**config.mk**
```make
export PLATFORM = sky130hd
export DESIGN_NAME = bcd_calendar
export DESIGN_NICKNAME = d
export VERILOG_FILES = /design/src/rtl/cal_pkg.sv /design/src/rtl/cal_month_days.sv /design/src/rtl/cal_bcd_field.sv /design/src/rtl/bcd_calendar.sv
export SDC_FILE = /design/constraint.sdc
export NUM_CORES = 1
export LEC_CHECK = 0
export BUFFER_PORTS_ARGS = -buffer_cell sky130_fd_sc_hd__buf_2
export CAP_MARGIN = 20
export CORE_MARGIN = 8
export CORE_UTILIZATION = 28
export DETAILED_ROUTE_END_ITERATION = 8
export PLACE_DENSITY = 0.5
export SLEW_MARGIN = 30
export SYNTH_ARGS = -nofsm -noshare
export SYNTH_HDL_FRONTEND = slang
export SYNTH_SLANG_ARGS = --single-unit
```
**constraint.sdc**
```tcl
create_clock -name clk -period 2.75 [get_ports clk]
set_clock_uncertainty 0.2 [all_clocks]
set_input_delay 0.275 -clock clk [delete_from_list [all_inputs] [get_ports clk]]
set_output_delay 0.275 -clock clk [all_outputs]
set_load 0.02 [all_outputs]
```
**src/rtl/cal_pkg.sv**
```systemverilog
package cal_pkg;
  localparam int NFIELD   = 7;
  localparam int ADDR_W   = 3;
  localparam int BYTE_W   = 8;
  localparam int IDX_SEC  = 0;
  localparam int IDX_HR   = 2;
  localparam int IDX_DATE = 4;
  localparam int IDX_MON  = 5;
  localparam int IDX_YR   = 6;

  // storage width, wrap (minimum) value, upper limit and carry source per field
  localparam int          FW   [NFIELD] = '{7, 7, 6, 3, 6, 5, 8};
  localparam logic [7:0]  FMIN [NFIELD] = '{8'h00, 8'h00, 8'h00, 8'h01, 8'h01, 8'h01, 8'h00};
  localparam logic [7:0]  FLIM [NFIELD] = '{8'h59, 8'h59, 8'h23, 8'h07, 8'h31, 8'h12, 8'h99};
  localparam int          FSRC [NFIELD] = '{-1, 0, 1, 2, 2, 4, 5};

  function automatic logic [7:0] bcd_next(input logic [7:0] v);
    if (v[3:0] >= 4'd9) return {v[7:4] + 4'd1, 4'h0};
    else                return {v[7:4], v[3:0] + 4'd1};
  endfunction

  // BCD year divisible by four: low two bits of the units digit equal twice the tens parity
  function automatic logic bcd_leap(input logic [7:0] y);
    return y[1:0] == {y[4], 1'b0};
  endfunction
endpackage

```
**src/rtl/cal_month_days.sv**
```systemverilog
module cal_month_days (
  input  logic [7:0] month,
  input  logic [7:0] year,
  output logic [7:0] last_day
);
  always_comb begin
    unique case (month)
      8'h02:                      last_day = cal_pkg::bcd_leap(year) ? 8'h29 : 8'h28;
      8'h04, 8'h06, 8'h09, 8'h11: last_day = 8'h30;
      default:                    last_day = 8'h31;
    endcase
  end
endmodule

```
**src/rtl/cal_bcd_field.sv**
```systemverilog
module cal_bcd_field #(
  parameter int         W    = 8,
  parameter logic [7:0] MINV = 8'h00
) (
  input  logic       clk,
  input  logic       rst_n,
  input  logic       inc,
  input  logic       ld,
  input  logic [7:0] ld_val,
  input  logic [7:0] lim,
  output logic [7:0] val,
  output logic       carry
);
  localparam logic [7:0] MASK = 8'((9'd1 << W) - 9'd1);

  logic [W-1:0] q;
  logic [7:0]   nxt;
  logic         at_lim;

  assign val    = 8'(q);
  assign at_lim = val >= lim;
  assign nxt    = at_lim ? MINV : cal_pkg::bcd_next(val);
  assign carry  = inc & ~ld & at_lim;

  always_ff @(posedge clk) begin
    if (!rst_n)   q <= MINV[W-1:0];
    else if (ld)  q <= ld_val[W-1:0];
    else if (inc) q <= nxt[W-1:0];
  end

  // a load lands, masked to the field width, whatever the tick does
  p_field_load_r9: assert property (@(posedge clk) disable iff (!rst_n)
    ld |=> val == ($past(ld_val) & MASK));

  // an advance at the limit returns the field to its minimum
  p_field_wrap_r2: assert property (@(posedge clk) disable iff (!rst_n)
    (inc && !ld && at_lim) |=> val == MINV);
endmodule

```
**src/rtl/bcd_calendar.sv**
```systemverilog
module bcd_calendar (
  input  logic        clk,
  input  logic        rst_n,
  input  logic        tick_1hz,
  input  logic        stop_req,
  input  logic        wr_en,
  input  logic [2:0]  wr_addr,
  input  logic [7:0]  wr_data,
  output logic [55:0] cal_bytes,
  output logic        subsec_clr
);
  import cal_pkg::*;

  logic [7:0] fval  [NFIELD];
  logic [7:0] flim  [NFIELD];
  logic       finc  [NFIELD];
  logic       fld   [NFIELD];
  logic       fcar  [NFIELD];
  logic [7:0] last_day;
  logic       st_q, ceb_q, cb_q, halt, adv;

  assign halt = st_q | stop_req;
  assign adv  = tick_1hz & ~halt;

  cal_month_days u_mdays (
    .month    (fval[IDX_MON]),
    .year     (fval[IDX_YR]),
    .last_day (last_day)
  );

  for (genvar gi = 0; gi < NFIELD; gi++) begin : g_field
    assign fld[gi]  = wr_en && (wr_addr == ADDR_W'(gi));
    assign flim[gi] = (gi == IDX_DATE) ? last_day : FLIM[gi];
    if (FSRC[gi] < 0) begin : g_head
      assign finc[gi] = adv;
    end else begin : g_chain
      assign finc[gi] = fcar[FSRC[gi]];
    end
    cal_bcd_field #(.W(FW[gi]), .MINV(FMIN[gi])) u_fld (
      .clk    (clk),
      .rst_n  (rst_n),
      .inc    (finc[gi]),
      .ld     (fld[gi]),
      .ld_val (wr_data),
      .lim    (flim[gi]),
      .val    (fval[gi]),
      .carry  (fcar[gi])
    );
  end

  always_ff @(posedge clk) begin
    if (!rst_n) begin
      st_q       <= 1'b0;
      ceb_q      <= 1'b0;
      cb_q       <= 1'b0;
      subsec_clr <= 1'b0;
    end else begin
      subsec_clr <= fld[IDX_SEC];
      if (fld[IDX_SEC]) st_q <= wr_data[7];
      if (fld[IDX_HR]) begin
        ceb_q <= wr_data[7];
        cb_q  <= wr_data[6];
      end else if (fcar[IDX_YR] && ceb_q) begin
        cb_q  <= ~cb_q;
      end
    end
  end

  always_comb begin
    for (int k = 0; k < NFIELD; k++) cal_bytes[8*k +: 8] = fval[k];
    cal_bytes[7]  = st_q;
    cal_bytes[22] = cb_q;
    cal_bytes[23] = ceb_q;
  end

  // while halted and not written, seconds stay put
  p_stop_freezes_r3: assert property (@(posedge clk) disable iff (!rst_n)
    (halt && !fld[IDX_SEC]) |=> $stable(fval[IDX_SEC]));

  // year rollover with enable set flips the century bit
  p_century_flip_r8: assert property (@(posedge clk) disable iff (!rst_n)
    (fcar[IDX_YR] && ceb_q && !fld[IDX_HR]) |=> cb_q != $past(cb_q));

  // with the enable clear and no write, the century bit holds
  p_century_hold_r8: assert property (@(posedge clk) disable iff (!rst_n)
    (!ceb_q && !fld[IDX_HR]) |=> $stable(cb_q));

  // prescaler clear follows a seconds write by one cycle
  p_subsec_pulse_r11: assert property (@(posedge clk) disable iff (!rst_n)
    subsec_clr |-> $past(wr_en && wr_addr == 3'd0));

  // day of week never reads zero
  p_dow_nonzero_r4: assert property (@(posedge clk) disable iff (!rst_n)
    fval[3] != 8'h00);
endmodule

```
==> results.sh <==
export IMPL_finalHoldViolations=0
export IMPL_criticalPathCategory="reg2reg"
export IMPL_clock_sinks=46
export IMPL_diodes=0
export IMPL_syn2layout_area_growth_pct=23.87
export IMPL_clk_pin_slew_worst_paths_ps=70
export IMPL_port_buffers=61
export IMPL_fin_setup_tns_ps=0
export IMPL_initial_core_util_pct=28.77
export IMPL_drive_gt1_share_pct=24.90
export IMPL_leakagePower_nw=1.789
export IMPL_vias=3521
export IMPL_postSynthCellCount=433
export IMPL_slowest_stage="or3_1"
export IMPL_yosysTopAreaCell="dfxtp_1"
export IMPL_core_area_mm2=0.01206
export IMPL_die_y_um=127.3
export IMPL_tightestPinTransition_ps=887.7
export IMPL_fin_crit_ps=2636
export IMPL_worstPathArrival_ps=2630
export IMPL_row_count=40
export IMPL_yosysTopAreaCellShare_pct=26.54
export IMPL_vdd_drop_max_mv=0.2195
export IMPL_yosys_register_bits=46
export IMPL_synth_cell_types=71
export IMPL_netlist_area_mm2=0.003470
export IMPL_placed_area_mm2=0.004044
export IMPL_die_x_um=127.3
export IMPL_synthArstFlopShare_pct=0
export IMPL_tritoncts="done"
export IMPL_wire_per_inst_um=16.51
export IMPL_gr_total_overflow=0
export IMPL_critPathLaunchType="register"
export IMPL_status="finished, final reports clean"
export IMPL_drtAntennaViolNets=0
export IMPL_cellPowerDensity_mw_per_mm2=384.7
export IMPL_cts_made_buffers=5
export IMPL_grt_pass1_vias=3324
export IMPL_finalSetupViolCount=0
export IMPL_yosys_warnings=0
export IMPL_synthFlopType="dfxtp_1"
export IMPL_cp_num_buf_inv=2
export IMPL_grt_usage_pct=13.41
export IMPL_drt_iter0_drc=257
export IMPL_ys_top_cells_by_area="dfxtp_1 27%, ha_1 12%, nand3_1 5.0%"
export IMPL_place_gp_congestion=0.8040
export IMPL_grt_first_pass_wirelength_um=17740
export IMPL_holdBufCountCts=0
export IMPL_cp_top_family="simple AND/OR/NAND/NOR gates"
export IMPL_final_util_pct=35.63
export IMPL_drv_slew=0
export IMPL_min_path_type="in2reg"
export IMPL_dieArea_mm2=0.01621
export IMPL_ios=73
export IMPL_crit_chain="inv_4 -> ha_4 -> nor4b_4 -> o21ai_1 -> o211a_1 -> ha_4 -> nor4b_4 -> o22ai_2 -> buf_6 -> nand3_4 -> or3_1 -> a31oi_1"
export IMPL_ys_seq_area_share_pct=26.54
export IMPL_relSlewSlack_pct=40.75
export IMPL_required_ps=2750
export IMPL_synth_avg_cell_area_um2=8.013
export IMPL_drcViolationCount=0
export IMPL_drt_vias_per_instance=5.255
export IMPL_place_hpwl_um=8218
export IMPL_cpPeakStageDelay_ps=380
export IMPL_antenna_found_initial=0
export IMPL_firstDrtPassIters=5
export IMPL_holdPathStages=3
export IMPL_setup_ws_ps=114.3
export IMPL_cts_root_buf="clkbuf_16"
export IMPL_dp_slack_ps=42.25
export IMPL_max_cap_viol_count=0
export IMPL_r2r_cells=12
export IMPL_clk_latency_ps=290
export IMPL_grt_start_max_net_pins=25
export IMPL_crit_fanout=5
export IMPL_fmax_ghz=0.3794
export IMPL_final_nets=549
export IMPL_drt_total_wl_um=11060
export IMPL_design_area_mm2=0.004298
export IMPL_post_route_period_util_pct=95.84
export IMPL_endpoint_kind="register"
export IMPL_synth_edff_count=0
export IMPL_cts_path_max_buffers=2
export IMPL_cp_depth=12
export IMPL_rsz0062_at_grt="yes"
export IMPL_h_tree_depth=2
==> logic make-up (layout without fill, tap and decap cells) <==
family	after synthesis	in the layout	synth area share [%]
AOI/OAI and AO/OA	134	134	25.32
xor gates and xnor gates	8	8	2.020
buffers and inverters	65	123	9.232
DFF	46	46	26.54
other	1	11	0.1081
muxes	2	2	0.6130
adders and majority gates	32	32	11.54
and+or+nand+nor	145	146	24.63
==> final timing paths <==
kind                                             from               endpoint  slack, ps
worst min register to register                   st_q                   st_q        310
worst max-delay path            g_field[5].u_fld.q[0]  g_field[5].u_fld.q[2]        110
worst min-delay path                       wr_data[7]                  ceb_q         80
worst max register to register  g_field[5].u_fld.q[0]  g_field[5].u_fld.q[2]        110
==> routing by layer <==
layer | global-route usage, % | part of all wire [%]
met1 | 17.10 | 46
met2 | 22.68 | 48
met3 | 2.579 | 4.8
met4 | 3.289 | 1.1
met5 | 0 | 0
==> through the flow <==
stage,power [W],hold slack (ps),instances
floorplan,0.0008845,204.3,443
global placement,0.0009583,296.8,658
detailed placement,0.0009604,296.6,658
CTS,0.001668,79.75,666
global route,0.001718,87.90,670
finish,0.001653,84.50,670
==> layout by cell type (no fill, tap or decap), types with 4 or more instances in the layout <==
cell type / n
a211oi_1: 6
a21oi_1: 28
a22oi_1: 4
a31oi_1: 13
and4b_1: 4
buf_2: 61
buf_4: 25
clkbuf_16: 5
conb_1: 11
dfxtp_1: 42
ha_1: 30
inv_1: 27
nand2_1: 30
nand3_1: 34
nand4b_1: 4
nor2_1: 21
nor3_1: 8
o211ai_1: 6
o21ai_0: 32
o21ai_1: 4
o311a_1: 4
o31a_1: 5
o31ai_1: 10
or3_1: 5
xor2_1: 6
==> flip-flops by register name (all words and copies together) (netlist names) <==
| signal | flops |
|---|---|
| cb_q | 1 |
| subsec_clr | 1 |
| g_field.u_fld.val | 8 |
| g_field.u_fld.q | 34 |
| st_q | 1 |
| ceb_q | 1 |
==> worst reg2reg max path: stages, from the launching register on <==
cell and delay (ps):
dfxtp_4 370, inv_4 70, ha_4 130, nor4b_4 200, o21ai_1 100, o211a_1 150
ha_4 280, nor4b_4 40, o22ai_2 260, buf_6 140, nand3_4 80, or3_1 380
a31oi_1 150
==> final cells by class <==
class,count,area (um^2)
fillers,1301,7764
clock buffers,5,125.1
repair buffers,87,504.2
multi-input cells,333,2372
clock inverters,3,45.04
flip-flops and latches,46,933.4
inverters,28,107.6
well taps,168,210.2
==> what timing repair did <==
item | 4_1_cts | 5_1_grt
resized for setup | 1 | 9
gates cloned | 0 | 1
setup buffers | 0 | 3
endpoints found under the setup margin | 1 | 16
pin swaps | 0 | 10
endpoints found under the hold margin | 0 | 0
==> power breakdown <==
| group | switching (W) | internal (W) |
|---|---|---|
| clock | 0.000275 | 0.000429 |
| combinational | 0.000160 | 0.0000800 |
| sequential | 0.0000267 | 0.000682 |
==> Yosys cell counts, drive strengths merged, types with 2 or more instances <==
cell type / instances
or3: 5
a22oi: 4
or3b: 2
o22ai: 2
o311a: 4
ha: 32
nand3: 36
a32oi: 2
buf: 21
and4b: 4
a221oi: 2
or4: 2
nand2: 30
nor4: 6
nand4b: 4
nor4b: 3
dfxtp: 46
nor2b: 3
nor3: 9
xor2: 6
clkbuf: 16
o31ai: 10
o211ai: 6
a21oi: 28
inv: 28
nor3b: 2
o221ai: 2
nand2b: 2
o31a: 5
nor2: 24
a211oi: 7
o21ai: 36
xnor2: 2
nand4: 4
a21boi: 2
a31oi: 13
Note: power is estimated with default switching activity, not from simulation.
